File: config.mk
export PLATFORM = sky130hd
export DESIGN_NAME = halfdiv_clkgen
export DESIGN_NICKNAME = d
export VERILOG_FILES = /design/src/rtl/halfdiv_pkg.sv /design/src/rtl/hd_negtog.sv /design/src/rtl/hd_phase_ring.sv /design/src/rtl/hd_seq.sv /design/src/rtl/halfdiv_clkgen.sv
export SDC_FILE = /design/constraint.sdc
export NUM_CORES = 1
export LEC_CHECK = 0
export CAP_MARGIN = 20
export CORE_MARGIN = 2
export CORE_UTILIZATION = 57
export CTS_CLUSTER_DIAMETER = 60
export DETAILED_ROUTE_END_ITERATION = 6
export PLACE_DENSITY = 0.83
export SLEW_MARGIN = 20
export SYNTH_ARGS = -nofsm -noshare
export SYNTH_HDL_FRONTEND = slang
export SYNTH_SLANG_ARGS = --single-unit
File: constraint.sdc
create_clock -name clk_in -period 6.73 [get_ports clk_in]
set_input_delay 1.346 -clock clk_in [delete_from_list [all_inputs] [get_ports clk_in]]
set_output_delay 1.346 -clock clk_in [all_outputs]
set_load 0.01 [all_outputs]
File: src/rtl/halfdiv_pkg.sv
package halfdiv_pkg;
  localparam int SEL_W = 3;
  localparam int CNT_W = 6;

  typedef logic [SEL_W-1:0] sel_t;
  typedef logic [CNT_W-1:0] cnt_t;

  // divided period counted in input half-cycles
  function automatic cnt_t half_count(input sel_t code);
    case (code)
      3'd0:    return cnt_t'(3);
      3'd1:    return cnt_t'(4);
      3'd2:    return cnt_t'(5);
      3'd3:    return cnt_t'(6);
      3'd4:    return cnt_t'(8);
      3'd5:    return cnt_t'(10);
      3'd6:    return cnt_t'(16);
      default: return cnt_t'(32);
    endcase
  endfunction
endpackage

File: src/rtl/hd_negtog.sv
module hd_negtog (
  input  logic clk,
  input  logic rst_n,
  input  logic tgl,
  output logic lvl
);
  always_ff @(negedge clk or negedge rst_n) begin
    if (!rst_n)   lvl <= 1'b0;
    else if (tgl) lvl <= ~lvl;
  end
endmodule

File: src/rtl/hd_phase_ring.sv
module hd_phase_ring #(
  parameter int STAGES = 4
) (
  input  logic              clk,
  input  logic              rst_n,
  input  logic              clr,
  output logic [STAGES-1:0] ph
);
  localparam int HALF = STAGES / 2;

  logic [STAGES-1:0] ph_n;

  // twisted ring: stage 0 takes the inverse of the middle stage
  assign ph_n[0] = ~ph[HALF-1];
  for (genvar k = 1; k < STAGES; k++) begin : g_tap
    assign ph_n[k] = ph[k-1];
  end

  always_ff @(posedge clk or negedge rst_n) begin
    if (!rst_n)   ph <= '0;
    else if (clr) ph <= '0;
    else          ph <= ph_n;
  end
endmodule

File: src/rtl/hd_seq.sv
module hd_seq
  import halfdiv_pkg::*;
(
  input  logic clk,
  input  logic rst_n,
  input  sel_t sel,
  input  logic b_lvl,
  output logic a_lvl,
  output logic neg_tgl,
  output logic restart,
  output logic locked
);
  logic armed, started;
  sel_t sel_q;
  cnt_t pos, lcnt, nhalf, hhigh, pos_n, slot_n, lcnt_inc;

  function automatic cnt_t wrap(input cnt_t v, input cnt_t lim);
    return (v >= lim) ? v - lim : v;
  endfunction

  function automatic logic edge_hit(input cnt_t s, input cnt_t hi);
    return (s == '0) || (s == hi);
  endfunction

  always_comb begin
    restart  = !armed || (sel != sel_q);
    nhalf    = half_count(sel_q);
    hhigh    = (nhalf + cnt_t'(1)) >> 1;
    pos_n    = started ? wrap(pos + cnt_t'(2), nhalf) : '0;
    slot_n   = wrap(pos_n + cnt_t'(1), nhalf);
    lcnt_inc = lcnt + cnt_t'(1);
  end

  always_ff @(posedge clk or negedge rst_n) begin
    if (!rst_n) begin
      armed   <= 1'b0;
      started <= 1'b0;
      sel_q   <= '0;
      pos     <= '0;
      lcnt    <= '0;
      a_lvl   <= 1'b0;
      neg_tgl <= 1'b0;
      locked  <= 1'b0;
    end else if (restart) begin
      armed   <= 1'b1;
      sel_q   <= sel;
      started <= 1'b0;
      pos     <= '0;
      lcnt    <= '0;
      a_lvl   <= b_lvl;      // XOR output goes low
      neg_tgl <= 1'b0;
      locked  <= 1'b0;
    end else begin
      started <= 1'b1;
      pos     <= pos_n;
      if (edge_hit(pos_n, hhigh)) a_lvl <= ~a_lvl;
      neg_tgl <= edge_hit(slot_n, hhigh);
      if (started && !locked) begin
        lcnt <= lcnt_inc;
        if (lcnt_inc == nhalf) locked <= 1'b1;
      end
    end
  end
endmodule

File: src/rtl/halfdiv_clkgen.sv
module halfdiv_clkgen
  import halfdiv_pkg::*;
#(
  parameter int PH_STAGES = 4
) (
  input  logic             clk_in,
  input  logic             rst_n,
  input  logic [SEL_W-1:0] ratio_sel,
  output logic             clk_div,
  output logic             ph0,
  output logic             ph90,
  output logic             ph180,
  output logic             ph270,
  output logic             locked
);
  logic a_lvl, b_lvl, neg_tgl, restart;
  logic [PH_STAGES-1:0] ph;

  hd_seq u_seq (
    .clk     (clk_in),
    .rst_n   (rst_n),
    .sel     (ratio_sel),
    .b_lvl   (b_lvl),
    .a_lvl   (a_lvl),
    .neg_tgl (neg_tgl),
    .restart (restart),
    .locked  (locked)
  );

  hd_negtog u_neg (
    .clk   (clk_in),
    .rst_n (rst_n),
    .tgl   (neg_tgl),
    .lvl   (b_lvl)
  );

  hd_phase_ring #(.STAGES(PH_STAGES)) u_ring (
    .clk   (clk_in),
    .rst_n (rst_n),
    .clr   (restart),
    .ph    (ph)
  );

  assign clk_div = a_lvl ^ b_lvl;
  assign ph0     = ph[0];
  assign ph90    = ph[1];
  assign ph180   = ph[2];
  assign ph270   = ph[3];
endmodule

### After elaboration in Yosys (flattened, before gate mapping)

Index checks and enable logic that the tools add are counted.

* add/sub/neg operators: 6
* $lt $le $gt $ge: 2
* equal/unequal tests: 10
* muxes and demuxes: 15
* bitwise gates (word level): 4
* reductions and logical operators: 13

Operator list (count)
* case mux 6 bit (7 select lines): 1
* 2-to-1 mux 6 bit: 6
* adder 6 x 1 -> 6 bit, second input constant: 3
* equality test 6 x 5 -> 1 bit: 2
* greater-or-equal comparator 6 bit: 2
* zero test 6 bit: 2
* subtractor 6 bit: 2
* equality test 3 bit, second input constant: 3
* 2-to-1 mux 1 bit: 7
* adder 6 x 2 -> 6 bit, second input constant: 1
* equality test 3 x 2 -> 1 bit, second input constant: 2
* equality test 6 bit: 1
* nonzero test 2 bit: 3
* 2-to-1 mux 4 bit: 1
* equality test 3 x 1 -> 1 bit, second input constant: 1
* zero test 3 bit: 1
* logical OR 1 bit: 3
* != test 3 bit: 1
* inverter 1 bit: 3
* zero test 1 bit: 2
* AND reduction 2 bit: 1
* logical AND 1 bit: 1
* XOR 1 bit: 1

* flip-flop bits (word level): 25
* bits of input ports: 5
* output and inout port bits: 6
* word-level logic and storage cells: 60

### Logic depth before layout (Yosys ltp)

Gate-level depths: netlist (run 1).

* depth after elaboration: 11
* mapped depth: 24
* gate-level depth less buffers: 23

### By module

Synthesis (run 1) repeated with hierarchy kept, for this count alone.

* cell total of the unflattened synthesis: 263
* area total of the unflattened synthesis: 2301.0 sq um

Modules (own cells, without submodules)
* hd_seq: instances 1, cells each 252, area an instance 2133.3 sq um, seq. area each 500.5 sq um
* hd_phase_ring: instances 1, cells each 8, area an instance 125.1 sq um, seq. area each 100.1 sq um
* hd_negtog: instances 1, cells each 2, area an instance 33.8 sq um, seq. area each 25.0 sq um
* halfdiv_clkgen: instances 1, cells each 1, area an instance 8.8 sq um, seq. area each 0.0 sq um

==> results of run 1 <==
-- cell usage in the layout (no fill, tap or decap), types with 3 or more instances in the layout --
cell type	instances
a21oi_1	13
and2_1	6
clkbuf_8	3
clkdlybuf4s50_1	10
dfrtp_1	24
ha_1	17
inv_1	8
mux2i_1	3
nand2_1	6
nand2b_1	8
nand3_1	8
nand3b_1	3
nand4_1	7
nor2_1	22
nor3_1	7
o21ai_0	11
xnor2_1	20
xor2_1	19
-- report_power, final --
part | internal, mW | switching (mW) | leakage, nW | total [mW]
clock network | 0.0414 | 0.0475 | 0.0255 | 0.0889
logic | 0.0516 | 0.0612 | 0.642 | 0.113
registers | 0.157 | 0.00936 | 0.337 | 0.167
-- registers in the layout, summed over array words and instances, names as in the netlist --
name and count:
u_seq.started 1, u_seq.lcnt 6, u_ring.ph 4, u_seq.armed 1, u_seq.pos 6, u_seq.a_lvl 1
u_seq.neg_tgl 1, u_seq.sel_q 3, u_neg.lvl 1, u_seq.locked 1
-- layout make-up --
type,count,area [µm²],share of cell area
multi-input cells,192,1420,0.619
inverters,8,30.0,0.0131
flip-flops and latches,25,626,0.272
well taps,48,60.1,0.0261
clock buffers,3,41.3,0.0180
clock inverters,1,5.00,0.00218
repair buffers,12,115,0.0501
-- path summary, 6_finish.rpt --
| path | slack (ns) | from | end | cells after the start |
|---|---|---|---|---|
| worst max register to register | 0.99 | u_seq.sel_q[2] | u_seq.neg_tgl | 19 |
| min in group asynchronous | 1.44 | rst_n | u_seq.lcnt[4] | 2 |
| worst max-delay path | 0.60 | u_neg.lvl | clk_div | 2 |
| max in group asynchronous | 1.78 | rst_n | u_neg.lvl | 2 |
| worst min register to register | 0.47 | u_ring.ph[1] | u_ring.ph[0] | 1 |
| worst min-delay path | 0.47 | u_ring.ph[1] | u_ring.ph[0] | 1 |
-- routing by layer --
metal  track usage  vias to the layer above
li1              -                      842
met1         0.316                      814
met2         0.398                       21
met3        0.0365                        2
met4        0.0319                        0
met5             0                        -
-- critical path, stage by stage, from the launching register on --
cell	delay (ns)
dfrtn_1	0.46
xor2_1	0.14
clkdlybuf4s50_1	0.55
-- logic make-up after synthesis --
family / after synthesis / share of synthesized area
buffers and inverters: 18 / 0.0319
xor gates and xnor gates: 40 / 0.169
DFF: 25 / 0.296
muxes: 4 / 0.0195
other: 1 / 0.00177
and+or+nand+nor: 80 / 0.206
adders and majority gates: 19 / 0.119
AOI/OAI and AO/OA: 48 / 0.156
-- synth_stat cells, drive strengths merged (3+ instances only) --
master and n:
clkbuf 10, and2 6, ha 17, o21ai 13, nand4 7, nand2 6, nor3 7, nor2 23
a21oi 13, or3 3, o211ai 3, nand2b 8, nand3b 4, inv 8, mux2i 3, nand3 8
dfrtp 24, xor2 20, xnor2 20
==> results.toml, run 1 <==
[synth]
ys_seq_elements = 25
synth_edf_count = 0
synthArstFlopShare = 1.00
synth_top_area_share = 0.284
yosys_warnings = 0
synth_top_area_cell = "dfrtp_1"
synth_cell_types = 50
syn_inst = 235
yosysSeqAreaShare = 0.296
netlist_top_cells_area = "dfrtp_1 28%, ha_1 10%, xnor2_1 8.3%"
synth_area_um2 = 2120
ys.flop_type = "dfrtp_1"
synth_nets = 259
post_synth.cell_area_avg_um2 = 9.00

[timing]
rsz0062_at_grt = "false"
hold_viol = 0
setup_slack_ns = 0.595
finalSetupViolCount = 0
slew_violations = 0
skew_ns = 0.0109
slew_headroom = 0.395
worst_pin_slew_ns = 0.893
whs_ns = 0.465
tns_ns = 0

[placement]
place_congestion = 0.888
place_ws_ns = 0.887
place_inst = 285
place_area_um2 = 2250
place_hpwl_um = 3330
portBuffers = 10

[finish]
fillerInstances = 310
stdcell_area_um2 = 2300
syn_to_final_growth_pct = 8.69
fin_cells = 289
postLayoutCoreUtil = 0.638
drive_above_1_share = 0.0622
nets = 266
antennaDiodeCount = 0

[worst_setup_path]
endpoint_kind = "output port"
critPathKind = "reg2out"
crit_required_ns = 5.38
start_kind = "flip-flop"
cp_data_arrival_time_ns = 4.79
critPathMaxFanout = 3

[route]
avgViaCountPerCell = 5.81
met1Wirelength_um = 2140
drc = 0
routedWlPerCell_um = 15.8
wl_met3_um = 131
drt_iter0_markers = 109
wl_met2_um = 2260
ant_nets = 0
wirelength_um = 4560
num_vias = 1679
dr.max_layer_used = "met4"
drtPass1Iterations = 4

[clock_tree]
htreeDepth = 1
cts_made_buffers = 3
clk_latency_ns = 0.28
cts_hold_buf = 0
post_cts_resized = 0
cts_setup_buffers = 0
cts_tree = "built"
cts_root_buf = "clkbuf_8"
cts_max_path_buffers = 2
cts.sinks = 25
clk_pin_slew_ns = 0.09

[floorplanning]
die_width_um = 64.9
die_y_um = 64.9
rows = 22
core_area_um2 = 3610
ioPinCount = 11
die_area_um2 = 4220
start_util = 0.587

[run_status]
status = "finished, final reports clean"

[pwr]
power_density_nw_per_um2 = 160
leakage_nw = 1.00
power_mw = 0.369
irDropWorstVdd_mv = 0.139

[global_route]
grt_use_total = 0.232
grt_pass1_vias = 1625
grt_max_degree = 26
antenna_found_initial = 0
globalRouteOverflowTotal = 0
grt_pass1_wl_um = 7600

[hold_path]
hold_class = "reg2reg"

[run]
maxCapViolCount = 0
(Power assumes the default switching activity.)
==> run 2, diff against run 1 <==
RECOVER_POWER = 25   (was not set)
==> run 2 against run 1 <==
Effect of this change: power shrank 0.21%; sequential cell count is the same; via count shrank 0.12%; utilization shrank 0.10 points; wire length shrank 0.18%; largest cell class unchanged; highest routed layer unchanged.
==> results.toml, run 2 (synthesis results as in run 1) <==
[run_status]
status = "finished, final reports clean"

[pwr]
power_density_nw_per_um2 = 160
irDropWorstVdd_mv = 0.139
power_mw = 0.368
leakage_nw = 1.00

[placement]
place_congestion = 0.888
portBuffers = 10
place_inst = 285
place_area_um2 = 2250
place_hpwl_um = 3330

[finish]
drive_above_1_share = 0.0581
fin_cells = 289
antennaDiodeCount = 0
stdcell_area_um2 = 2300
syn_to_final_growth_pct = 8.52
nets = 266
reg_top3 = "u_seq.lcnt x6, u_seq.pos x6, u_ring.ph x4"
final_common_cell = "dfrtp_1"
layout_common_cells = "24 x dfrtp_1, 22 x nor2_1, 20 x xnor2_1"

[worst_setup_path]
crit_required_ns = 5.38
slowest_delay_ns = 0.55
critPathMaxFanout = 3
cp_slowest_cell = "clkdlybuf4s50_1"
critPathKind = "reg2out"
reg2reg_slack_ns = 0.99
rr_worst_depth = 19
rr_startpoint = "u_seq.sel_q[2]"
start_kind = "flip-flop"
endpoint_kind = "output port"
cp_data_arrival_time_ns = 4.79
rr_endpoint = "u_seq.neg_tgl"
crit_chain = "xor2_1, clkdlybuf4s50_1"

[timing]
finalSetupViolCount = 0
slew_violations = 0
rsz0062_at_grt = "false"
hold_viol = 0
slew_headroom = 0.118
tns_ns = 0
skew_ns = 0.0109
worst_pin_slew_ns = 1.32

[clock_tree]
htreeDepth = 1
cts_tree = "built"
clk_latency_ns = 0.28
post_cts_resized = 0
cts_made_buffers = 3
cts.sinks = 25
cts_hold_buf = 0
cts_root_buf = "clkbuf_8"
cts_setup_buffers = 0
cts_max_path_buffers = 2
clk_pin_slew_ns = 0.09

[floorplanning]
die_y_um = 64.9
ioPinCount = 11
rows = 22
die_area_um2 = 4220
core_area_um2 = 3610
start_util = 0.587
die_width_um = 64.9

[hold_path]
hp-start = "u_ring.ph[1]"
hold-path-endpoint = "u_ring.ph[0]"
worstHoldPathCells = 1
hold_class = "reg2reg"

[global_route]
grt_max_degree = 26
globalRouteOverflowTotal = 0
grt_use_total = 0.232
grt_pass1_wl_um = 7600
antenna_found_initial = 0
grt_pass1_vias = 1625

[route]
drt_iter0_markers = 109
drtPass1Iterations = 4
ant_nets = 0
drc = 0
routedWlPerCell_um = 15.7
met1Wirelength_um = 2140
wl_met3_um = 131
wl_met2_um = 2260
wirelength_um = 4550
avgViaCountPerCell = 5.80
dr.max_layer_used = "met4"
num_vias = 1677

[run]
maxCapViolCount = 0
run 2: cell types whose count changed in the layout (fill, tap and decap cells not counted):
cell             delta
dlygate4sd3_1       +4
buf_4               -1
clkdlybuf4s50_1     -4
clkbuf_1            +1
run 2: cell type report:
| cell class | instances | area [µm²] |
|---|---|---|
| Clock buffer | 3 | 41.3 |
| Timing Repair Buffer | 12 | 111 |
| Clock inverter | 1 | 5.00 |
| Sequential cell | 25 | 626 |
| Fill cell | 309 | 1310 |
| Tap cell | 48 | 60.1 |
| Inverter | 8 | 30.0 |
| Multi-Input combinational cell | 192 | 1420 |
run 2: through the flow:
stage	util	worst slack, ns	hold WS (ns)
after floorplan	-	1.35	0.433
after global placement	0.625	0.893	0.448
after detailed placement	0.625	0.887	0.457
after CTS	0.638	0.591	0.468
after global routing	0.637	0.486	0.485
final	0.637	0.595	0.465
run 2: worst max-delay path: cells and delay by family, from the launching register on:
kind,cells,cell delay [ns]
XOR/XNOR,1,0.14
flip-flops,1,0.46
buffers and inverters,1,0.55
run 2: power breakdown:
part / switching, mW / total, mW / internal [mW] / leakage, nW
sequential: 0.00936 / 0.167 / 0.157 / 0.337
combinational: 0.0612 / 0.112 / 0.0509 / 0.640
clock: 0.0475 / 0.0889 / 0.0414 / 0.0255
run 2: worst max path at each step:
stage / endpoint / startpoint / slack [ns]
floorplan: clk_div / u_neg.lvl / 1.35
global placement: clk_div / u_neg.lvl / 0.89
detailed placement: clk_div / u_neg.lvl / 0.89
CTS: clk_div / u_neg.lvl / 0.59
global route: u_neg.lvl / rst_n / 0.49
finish: clk_div / u_neg.lvl / 0.60
run 2: metal layers:
metal / track usage / up-vias
met3: 0.0365 / 2
met4: 0.0319 / 0
met1: 0.316 / 812
met5: 0 / -
met2: 0.398 / 21
li1: - / 842
==> run 3, diff against run 2 <==
CORE_ASPECT_RATIO = 0.6   (was not set)
==> run 3 against run 2 <==
Effect of this change: count of clock-buffer cells in the layout is the same; wire length grew 1.6%; global-route usage grew 0.91 points; sequential cell count is the same; design area grew 0.71%; combinational power is essentially flat; non-clock buffer count grew 2; highest routed layer unchanged; sequential power is essentially flat; final cell count grew 0.35%; first-iteration DRC count grew 39%; die area grew 0.38%; power grew 0.60%.
==> results.toml, run 3 (synthesis results as in run 1) <==
[run_status]
status = "finished, final reports clean"

[worst_setup_path]
critPathMaxFanout = 3
reg2reg_slack_ns = 1.12
rr_endpoint = "u_seq.neg_tgl"
crit_required_ns = 5.38
rr_worst_depth = 22
cp_data_arrival_time_ns = 4.80
rr_startpoint = "u_seq.sel_q[2]"
critPathKind = "reg2out"
cp_slowest_cell = "clkdlybuf4s50_1"
crit_chain = "xor2_1, clkdlybuf4s50_1"
endpoint_kind = "output port"
start_kind = "flip-flop"
slowest_delay_ns = 0.54

[global_route]
grt_pass1_vias = 1644
antenna_found_initial = 0
grt_max_degree = 26
grt_use_total = 0.241
globalRouteOverflowTotal = 0
grt_pass1_wl_um = 7690

[timing]
slew_violations = 0
rsz0062_at_grt = "false"
skew_ns = 0.0108
worst_pin_slew_ns = 1.31
slew_headroom = 0.130
whs_ns = 0.451
hold_viol = 0
finalSetupViolCount = 0
tns_ns = 0

[clock_tree]
cts_made_buffers = 3
cts_max_path_buffers = 2
htreeDepth = 1
cts_root_buf = "clkbuf_8"
cts.sinks = 25
cts_hold_buf = 0
post_cts_resized = 0
cts_setup_buffers = 0
clk_pin_slew_ns = 0.08
clk_latency_ns = 0.27
cts_tree = "built"

[route]
routedWlPerCell_um = 15.9
wirelength_um = 4620
ant_nets = 0
drt_iter0_markers = 151
avgViaCountPerCell = 6.01
drtPass1Iterations = 4
num_vias = 1742
drc = 0

[hold_path]
worstHoldPathCells = 1
hold-path-endpoint = "u_ring.ph[0]"
hold_class = "reg2reg"
hp-start = "u_ring.ph[1]"

[run]
maxCapViolCount = 0

[pwr]
power_density_nw_per_um2 = 160
leakage_nw = 1.01
irDropWorstVdd_mv = 0.115

[floorplanning]
die_y_um = 51.2
die_area_um2 = 4230
core_area_um2 = 3620
die_width_um = 82.7
start_util = 0.585
ioPinCount = 11
rows = 17

[finish]
reg_top3 = "u_seq.lcnt x6, u_seq.pos x6, u_ring.ph x4"
syn_to_final_growth_pct = 9.28
antennaDiodeCount = 0
fin_cells = 290
final_common_cell = "dfrtp_1"
layout_common_cells = "24 x dfrtp_1, 22 x nor2_1, 20 x xnor2_1"
fillerInstances = 317
nets = 268
drive_above_1_share = 0.0658

[placement]
place_hpwl_um = 3590
portBuffers = 10
place_congestion = 0.944
place_inst = 286
[run 3: cell types whose count changed in the layout (fill, tap and decap cells not counted), sizes merged]
cell | previous run | this run
clkinv | 1 | 0
buf | 1 | 3
clkinvlp | 0 | 1
[run 3: per-stage QoR]
stage | util | cell area, µm² | setup slack, ns | power, mW
2_1_floorplan | - | 2120 | 1.35 | 0.247
3_3_place_gp | 0.627 | 2270 | 0.890 | 0.279
3_5_place_dp | 0.627 | 2270 | 0.882 | 0.282
4_1_cts | 0.640 | 2320 | 0.583 | 0.370
5_1_grt | 0.639 | 2310 | 0.468 | 0.390
6_report | 0.639 | 2310 | 0.588 | 0.370
[run 3: worst max path at each step]
| stage | from | to | slack (ns) | cells past startpoint |
|---|---|---|---|---|
| final | u_neg.lvl | clk_div | 0.59 | 2 |
| after global routing | rst_n | u_neg.lvl | 0.47 | 2 |
| after CTS | u_neg.lvl | clk_div | 0.58 | 2 |
| after detailed placement | u_neg.lvl | clk_div | 0.88 | 2 |
| after global placement | u_neg.lvl | clk_div | 0.89 | 2 |
| after floorplan | u_neg.lvl | clk_div | 1.35 | 1 |
[run 3: routing by layer]
metal | track usage | vias to the layer above | routed length [µm]
met1 | 0.365 | 844 | 2360
li1 | - | 850 | -
met2 | 0.356 | 46 | 2020
met4 | 0.0328 | 0 | 6
met5 | 0 | - | 0
met3 | 0.0601 | 2 | 231
[run 3: worst max-delay path, delay by kind of cell, from the launching register on]
kind / cells / cell delay [ns]
flops: 1 / 0.47
xor+xnor: 1 / 0.15
buf+inv: 1 / 0.54
[run 3: layout make-up]
cell class,count,area [µm²],share of cell area
clock buffers,3,41.3,0.0179
clock inverters,1,7.51,0.00325
inverters,8,30.0,0.0130
multi-input cells,192,1420,0.615
flip-flops and latches,25,626,0.271
well taps,47,58.8,0.0254
repair buffers,14,126,0.0547
[run 3: report_power, final]
part / internal (mW) / total (mW) / switching, mW
Clock: 0.0419 / 0.0902 / 0.0483
Sequential: 0.157 / 0.167 / 0.00965
Combinational: 0.0513 / 0.113 / 0.0614
